File: config.mk
export PLATFORM = sky130hd
export DESIGN_NAME = addr_walk3
export DESIGN_NICKNAME = d
export VERILOG_FILES = /design/src/rtl/walk_pkg.sv /design/src/rtl/walk_idx_gen.sv /design/src/rtl/walk_ctrl.sv /design/src/rtl/addr_walk3.sv
export SDC_FILE = /design/constraint.sdc
export NUM_CORES = 1
export LEC_CHECK = 0
export ABC_CLOCK_PERIOD_IN_PS = 5530
export BUFFER_PORTS_ARGS = -buffer_cell sky130_fd_sc_hd__buf_4
export CAP_MARGIN = 20
export CORE_MARGIN = 2
export CORE_UTILIZATION = 45
export CTS_CLUSTER_DIAMETER = 50
export DETAILED_ROUTE_END_ITERATION = 8
export PLACE_DENSITY = 0.81
export SKIP_CTS_REPAIR_TIMING = 1
export SLEW_MARGIN = 20
export SYNTH_ARGS = -nofsm -noshare
export SYNTH_HDL_FRONTEND = slang
export SYNTH_SLANG_ARGS = --single-unit
export TNS_END_PERCENT = 50
File: constraint.sdc
create_clock -name clk_i -period 5.53 [get_ports clk_i]
set_clock_uncertainty 0.15 [all_clocks]
set_input_delay 1.3825 -clock clk_i [delete_from_list [all_inputs] [get_ports clk_i]]
set_output_delay 1.3825 -clock clk_i [all_outputs]
set_load 0.005 [all_outputs]
File: src/rtl/walk_pkg.sv
package walk_pkg;
  typedef enum logic [2:0] {
    ST_IDLE = 3'd0,
    ST_L1   = 3'd1,
    ST_L2   = 3'd2,
    ST_L3   = 3'd3,
    ST_DONE = 3'd4
  } walk_st_e;
endpackage

File: src/rtl/walk_idx_gen.sv
module walk_idx_gen
  import walk_pkg::*;
#(
  parameter int LA_W    = 32,
  parameter int PA_W    = 36,
  parameter int OFF_W   = 12,
  parameter int TOP_W   = 2,
  parameter int MID_W   = 9,
  parameter int ESZ_LOG = 3
) (
  input  walk_st_e          st_i,
  input  logic [PA_W-1:0]   root_i,
  input  logic [PA_W-1:0]   base_i,
  input  logic [LA_W-1:0]   la_i,
  output logic [PA_W-1:0]   addr_o
);
  localparam int TOP_LSB  = LA_W - TOP_W;
  localparam int MID_LVLS = 2;
  localparam int ROOT_LSB = TOP_W + ESZ_LOG;

  logic [MID_W-1:0] mid_idx [MID_LVLS];

  for (genvar g = 0; g < MID_LVLS; g++) begin : g_mid
    assign mid_idx[g] = la_i[TOP_LSB-1-g*MID_W -: MID_W];
  end

  logic unused_idx;
  assign unused_idx = ^{root_i[ROOT_LSB-1:0], base_i[OFF_W-1:0], la_i[OFF_W-1:0]};

  always_comb begin
    unique case (st_i)
      ST_L1:   addr_o = {root_i[PA_W-1:ROOT_LSB], la_i[LA_W-1:TOP_LSB], {ESZ_LOG{1'b0}}};
      ST_L2:   addr_o = {base_i[PA_W-1:OFF_W], mid_idx[0], {ESZ_LOG{1'b0}}};
      ST_L3:   addr_o = {base_i[PA_W-1:OFF_W], mid_idx[1], {ESZ_LOG{1'b0}}};
      default: addr_o = '0;
    endcase
  end
endmodule

File: src/rtl/walk_ctrl.sv
module walk_ctrl
  import walk_pkg::*;
(
  input  logic     clk_i,
  input  logic     rst_ni,
  input  logic     req_i,
  input  logic     ack_i,
  input  logic     present_i,
  output walk_st_e st_o,
  output logic     fault_o
);
  walk_st_e st_q, st_d;
  logic     fault_q;
  logic     reading;

  assign reading = (st_q == ST_L1) || (st_q == ST_L2) || (st_q == ST_L3);

  always_comb begin
    st_d = st_q;
    unique case (st_q)
      ST_IDLE: if (req_i) st_d = ST_L1;
      ST_L1:   if (ack_i) st_d = present_i ? ST_L2 : ST_DONE;
      ST_L2:   if (ack_i) st_d = present_i ? ST_L3 : ST_DONE;
      ST_L3:   if (ack_i) st_d = ST_DONE;
      ST_DONE: st_d = ST_IDLE;
      default: st_d = ST_IDLE;
    endcase
  end

  always_ff @(posedge clk_i or negedge rst_ni) begin
    if (!rst_ni) begin
      st_q    <= ST_IDLE;
      fault_q <= 1'b0;
    end else begin
      st_q <= st_d;
      if (st_q == ST_IDLE && req_i) fault_q <= 1'b0;
      else if (reading && ack_i && !present_i) fault_q <= 1'b1;
    end
  end

  assign st_o    = st_q;
  assign fault_o = fault_q;


  l1_only_from_idle_chk: assert property (@(posedge clk_i) disable iff (!rst_ni)
    (st_q != ST_IDLE) |=> (st_q != ST_L1) || ($past(st_q) == ST_L1));

  done_to_idle_chk: assert property (@(posedge clk_i) disable iff (!rst_ni)
    (st_q == ST_DONE) |=> (st_q == ST_IDLE));
endmodule

File: src/rtl/addr_walk3.sv
module addr_walk3
  import walk_pkg::*;
#(
  parameter int LA_W    = 32,
  parameter int PA_W    = 36,
  parameter int ENT_W   = 64,
  parameter int OFF_W   = 12,
  parameter int TOP_W   = 2,
  parameter int MID_W   = 9,
  parameter int ESZ_LOG = 3
) (
  input  logic              clk_i,
  input  logic              rst_ni,
  input  logic              req_i,
  input  logic [LA_W-1:0]   lin_addr_i,
  input  logic [PA_W-1:0]   root_i,
  output logic              mem_req_o,
  output logic [PA_W-1:0]   mem_addr_o,
  input  logic              mem_ack_i,
  input  logic [ENT_W-1:0]  mem_rdata_i,
  output logic              done_o,
  output logic              fault_o,
  output logic [PA_W-1:0]   phys_addr_o
);
  localparam int FRM_W = PA_W - OFF_W;

  walk_st_e         st;
  logic             fault;
  logic             present;
  logic [LA_W-1:0]  la_q;
  logic [PA_W-1:0]  base_q;
  logic [PA_W-1:0]  phys_q;
  logic [FRM_W-1:0] frame;

  assign present = mem_rdata_i[0];
  assign frame   = mem_rdata_i[PA_W-1:OFF_W];

  logic unused_rdata;
  assign unused_rdata = ^{mem_rdata_i[ENT_W-1:PA_W], mem_rdata_i[OFF_W-1:1]};

  walk_ctrl u_ctrl (
    .clk_i     (clk_i),
    .rst_ni    (rst_ni),
    .req_i     (req_i),
    .ack_i     (mem_ack_i),
    .present_i (present),
    .st_o      (st),
    .fault_o   (fault)
  );

  walk_idx_gen #(
    .LA_W(LA_W), .PA_W(PA_W), .OFF_W(OFF_W),
    .TOP_W(TOP_W), .MID_W(MID_W), .ESZ_LOG(ESZ_LOG)
  ) u_idx (
    .st_i   (st),
    .root_i (root_i),
    .base_i (base_q),
    .la_i   (la_q),
    .addr_o (mem_addr_o)
  );

  assign mem_req_o = (st == ST_L1) || (st == ST_L2) || (st == ST_L3);

  always_ff @(posedge clk_i or negedge rst_ni) begin
    if (!rst_ni) begin
      la_q   <= '0;
      base_q <= '0;
      phys_q <= '0;
    end else begin
      if (st == ST_IDLE && req_i) begin
        la_q   <= lin_addr_i;
        phys_q <= '0;
      end
      if (mem_req_o && mem_ack_i) begin
        base_q <= {frame, {OFF_W{1'b0}}};
        if (st == ST_L3 && present) phys_q <= {frame, la_q[OFF_W-1:0]};
      end
    end
  end

  assign done_o      = (st == ST_DONE);
  assign fault_o     = done_o && fault;
  assign phys_addr_o = (done_o && !fault) ? phys_q : '0;


  hold_until_ack_chk: assert property (@(posedge clk_i) disable iff (!rst_ni)
    (mem_req_o && !mem_ack_i) |=> (mem_req_o && $stable(mem_addr_o)));

  done_single_chk: assert property (@(posedge clk_i) disable iff (!rst_ni)
    done_o |=> !done_o);

  fault_zero_addr_chk: assert property (@(posedge clk_i) disable iff (!rst_ni)
    fault_o |-> (done_o && phys_addr_o == '0));

  done_no_read_chk: assert property (@(posedge clk_i) disable iff (!rst_ni)
    done_o |-> !mem_req_o);

  fault_after_absent_chk: assert property (@(posedge clk_i) disable iff (!rst_ni)
    (mem_req_o && mem_ack_i && !present) |=> (done_o && fault_o));
endmodule

# Word level (Yosys, flattened, before mapping)
# Index checks and enable logic that the tools add are counted.
# classes
n_eq_ne,8
mux,14
reduce_logical,13
# ops
cell,n
two-way mux 36 bit,4
case mux 36 bit (3 select lines),1
two-way mux 3 bit,6
case mux 3 bit (4 select lines),1
inequality test 2 bit (second input constant),4
== test 3 x 2 -> 1 bit (second input constant),2
logical AND 1 bit,6
AND reduction 4 bit,1
== test 3 x 1 -> 1 bit (second input constant),1
== test 3 bit (second input constant),1
logical NOT 3 bit,1
logical NOT 1 bit,2
logical OR 1 bit,2
two-way mux 1 bit,2
nonzero test 2 bit,1
# word_totals
regBits,96
inputBits,136
output_inout_bits,75
elab_cells,40

# Depth between registers and ports, before layout
# logic_depth
depth_word,7
ltp_mapped,7
mapped_depth_nobuf,3

# Cells and area by module
# Synthesis repeated with hierarchy kept, for this count alone.
# hier_totals
cells_unflattened,421
area_unflattened_um2,4892.2
# by_module_without_submodules
module,n_inst,cells_each,area_per_inst_um2,seq_area_each_um2
addr_walk3,1,282,3983.8,2302.2
walk_idx_gen,1,119,715.7,0.0
walk_ctrl,1,20,192.7,100.1

# Least setup slack after synthesis
# No wires, ideal clock.
# synth_path
path_kind,input port to output port
startpoint,input root_i[10]
endpoint,output mem_addr_o[10]
t_arrival_ns,1.590
t_required_ns,3.998
setup_slack_ns,2.408
stages,2
path_buffers,0
path_cell_list,a22oi_1 nor2_1
# synth_between
elab_chain_cells,1
# synth_lines
item,line,source
from (decl),addr_walk3.sv:16,"input logic [PA_W-1:0] root_i,"
case mux 36 bit (3 select lines),walk_idx_gen.sv:31,unique case (st_i)
to (decl),addr_walk3.sv:18,"output logic [PA_W-1:0] mem_addr_o,"
# Every way passes these cells.

# Worst setup path in the final report
# layout_path
startpoint,register u_ctrl.st_q[0] (netlist: u_ctrl.st_o[0])
endpoint,output mem_addr_o[17]
# layout_between
elab_chain_cells,2
elab_cells_between_ends,4
classes_between,3 x eq/ne; 1 x mux
# layout_lines
item,line,source
from (decl),walk_ctrl.sv:12,"walk_st_e st_q, st_d;"
from (signal assigned),walk_ctrl.sv:35,st_q <= st_d;
== test 3 x 2 -> 1 bit / == test 3 x 1 -> 1 bit (equally long branches),walk_idx_gen.sv:31,
case mux 36 bit (3 select lines) *,walk_idx_gen.sv:31,
# Every way passes the cells marked *; elsewhere a longest branch is shown, timed or not.

==> impl_metrics.py <==
metrics = {
    "status": {
        "outcome": "finished clean",
    },
    "timing": {
        "finalCritPeriodShare_pct": 82.01,
        "tightest_slew_ns": 0.9753,
        "fin_tns_setup_ns": 0,
        "setup_viol": 0,
        "drv_slew": 0,
        "fmax_mhz": 220.5,
        "hold_viol_final": 0,
        "whs_ns": 0.3525,
        "relSlewSlack_pct": 34.98,
        "rsz0062_at_grt": "no",
        "period_needed_ns": 4.535,
    },
    "drt": {
        "drc_errors": 0,
        "vias": 3355,
        "ant_nets": 0,
        "drtIter0Drc": 116,
        "routed_via_density": 5.083,
        "wl_per_cell_um": 16.68,
        "drt_first_pass_iters": 4,
        "wirelength_mm": 11.01,
    },
    "yosys": {
        "ys_async_sr_fraction_pct": 100.0,
        "yosysWarnings": 0,
        "synth-main-ff-cell": "dfrtp_1",
        "synth_cell_types": 30,
        "synth_common_cells": "dfrtp_1 (96), mux2_2 (71), nor2b_1 (40)",
        "synth_area_um2": 4801,
        "avgSynthCellArea_um2": 13.08,
        "yosysSeqAreaShare_pct": 50.04,
        "synth.area.top_cells": "dfrtp_1 (50%), mux2_2 (17%), mux2_4 (9.4%)",
        "synth_edf_count": 0,
        "synth_seq_cells": 96,
        "synth_top_area_share_pct": 50.04,
        "synth_most_common_cell": "dfrtp_1",
        "yosys.area.top_type": "dfrtp_1",
        "synth_cells": 367,
    },
    "layout": {
        "fin_nets": 655,
        "fillers": 831,
        "finalNonFillerCells": 660,
        "drive_above_1_share_pct": 55.73,
        "regArea_um2": 2402,
        "antenna_cells": 0,
        "syn2layout_area_growth_pct": 30.23,
        "multi_input_area_um2": 2237,
    },
    "floorplanning": {
        "fp.dieW_um": 107.3,
        "dieArea_um2": 11510,
        "start_util_pct": 46.50,
        "core-area_um2": 10320,
        "num_rows": 37,
        "fp.dieH_um": 107.3,
        "pin_count": 211,
    },
    "global_route": {
        "antenna_found_initial": 0,
        "grt_pass1_vias": 3482,
        "grt_max_degree": 63,
        "grt_pass1_wl_mm": 17.21,
        "grt_usage_pct": 19.14,
        "globalRouteOverflowTotal": 0,
    },
    "clock_tree": {
        "clock_latency_ns": 0.35,
        "cts_sinks": 96,
        "clock_path_buffers": 2,
        "htreeDepth": 3,
        "root_buffer": "clkbuf_8",
        "cts_tree": "built",
        "cts_buffers": 9,
        "clk_pin_slew_worst_paths_ns": 0.09,
    },
    "worst_setup_path": {
        "reg2reg_depth": 3,
        "crit_required_ns": 4.00,
        "rrSetupSlack_ns": 2.27,
        "worstSetupPathType": "flip-flop to output pin",
        "cp_max_fo": 22,
        "end_kind": "output pin",
        "r2r-start": "u_ctrl.st_o[1]$_DFFE_PN0P_",
        "start_kind": "flip-flop",
        "rr_endpoint": "phys_q[11]$_DFF_PN0_",
        "cp.arrival_ns": 3.00,
    },
    "worst_hold_path": {
        "min_to": "phys_q[6]$_DFF_PN0_",
        "whs_path_depth": 1,
        "hp-class": "flip-flop to flip-flop",
        "hp-start": "la_q[6]$_DFFE_PN0P_",
    },
    "pwr": {
        "powerDensity_nw_per_um2": 442.5,
        "worst_ir_drop_vdd_mv": 0.2130,
        "p_leak_uw": 0.003136,
    },
    "place": {
        "dpl.cell_count": 644,
        "gp_congestion": 0.7474,
        "dpl.hpwl_mm": 7.581,
        "portBuffers": 163,
    },
    "job": {
        "cap_viol_max_count": 0,
    },
}
[metal layers]
layer	up-vias	GRT usage (%)	share of wire (%)	wire length [um]
li1	1578	-	-	-
met1	1672	23.72	42	4649
met2	91	33.23	51	5662
met3	14	3.148	4.6	501
met4	0	7.699	1.8	197
met5	-	0	0	0
[logic make-up after synthesis]
family / after synthesis / share of synthesized area [%]
AOI/OAI and AO/OA: 38 / 6.620
DFF: 96 / 50.04
other: 1 / 0.07811
and+or+nand+nor: 100 / 13.32
muxes: 101 / 26.04
buffers and inverters: 31 / 3.909
[worst max-delay path by stage]
stage                                     from              to  slack, ns
floorplan                           root_i[10]  mem_addr_o[10]       2.41
global placement    u_ctrl.st_o[0]$_DFFE_PN0P_  mem_addr_o[15]       1.40
detailed placement  u_ctrl.st_o[0]$_DFFE_PN0P_  mem_addr_o[26]       1.37
CTS                 u_ctrl.st_o[0]$_DFFE_PN0P_  mem_addr_o[26]       0.97
global route        u_ctrl.st_o[0]$_DFFE_PN0P_  mem_addr_o[17]       0.77
finish              u_ctrl.st_o[0]$_DFFE_PN0P_  mem_addr_o[17]       0.99
[state kept, by name, summed over array words and instances, names as in the netlist]
name / cells
base_q: 24
la_q: 32
u_ctrl.st_o: 3
u_ctrl.fault_o: 1
phys_q: 36
[placed cells by master, fill, tap and decap left out, types with 2 or more instances in the layout]
master	netlist	final
conb_1	1	3
a22o_1	24	24
clkbuf_1	9	3
dfrtp_1	96	96
nor2_1	11	11
buf_4	8	170
and2_1	37	37
mux2_2	71	71
clkinv_2	0	2
nor4b_4	1	2
nand2b_1	2	2
nor2b_1	40	38
clkbuf_8	0	10
mux2_4	30	30
a22oi_1	9	9
[power breakdown]
group | switching [uW] | internal [uW]
Combinational | 445 | 723
Sequential | 198 | 993
Clock | 233 | 175
[stage by stage]
| stage | setup WS [ns] | util (%) | power, uW | cell area (um^2) |
|---|---|---|---|---|
| floorplan | 2.408 | - | 1949 | 4808 |
| global placement | 1.395 | 58.90 | 2324 | 6081 |
| detailed placement | 1.371 | 58.90 | 2378 | 6081 |
| CTS | 0.9732 | 60.51 | 2795 | 6247 |
| global route | 0.7675 | 60.56 | 2948 | 6252 |
| finish | 0.9948 | 60.56 | 2766 | 6252 |
[layout make-up]
type                    count  share of cell area, %
flip-flops and latches     96                  38.42
multi-input cells         242                  35.78
repair buffers            170                  20.41
well taps                 136                  2.722
clock buffers              13                  2.381
clock inverters             3                 0.2802
[critical path, cell delays in order (launching register included)]
cell and delay, ns:
dfrtp_1 0.91, nor2b_1 0.70, nor2b_2 0.39, buf_4 0.33, a22o_1 0.20, buf_4 0.11
Note: power is estimated with default switching activity, not from simulation.
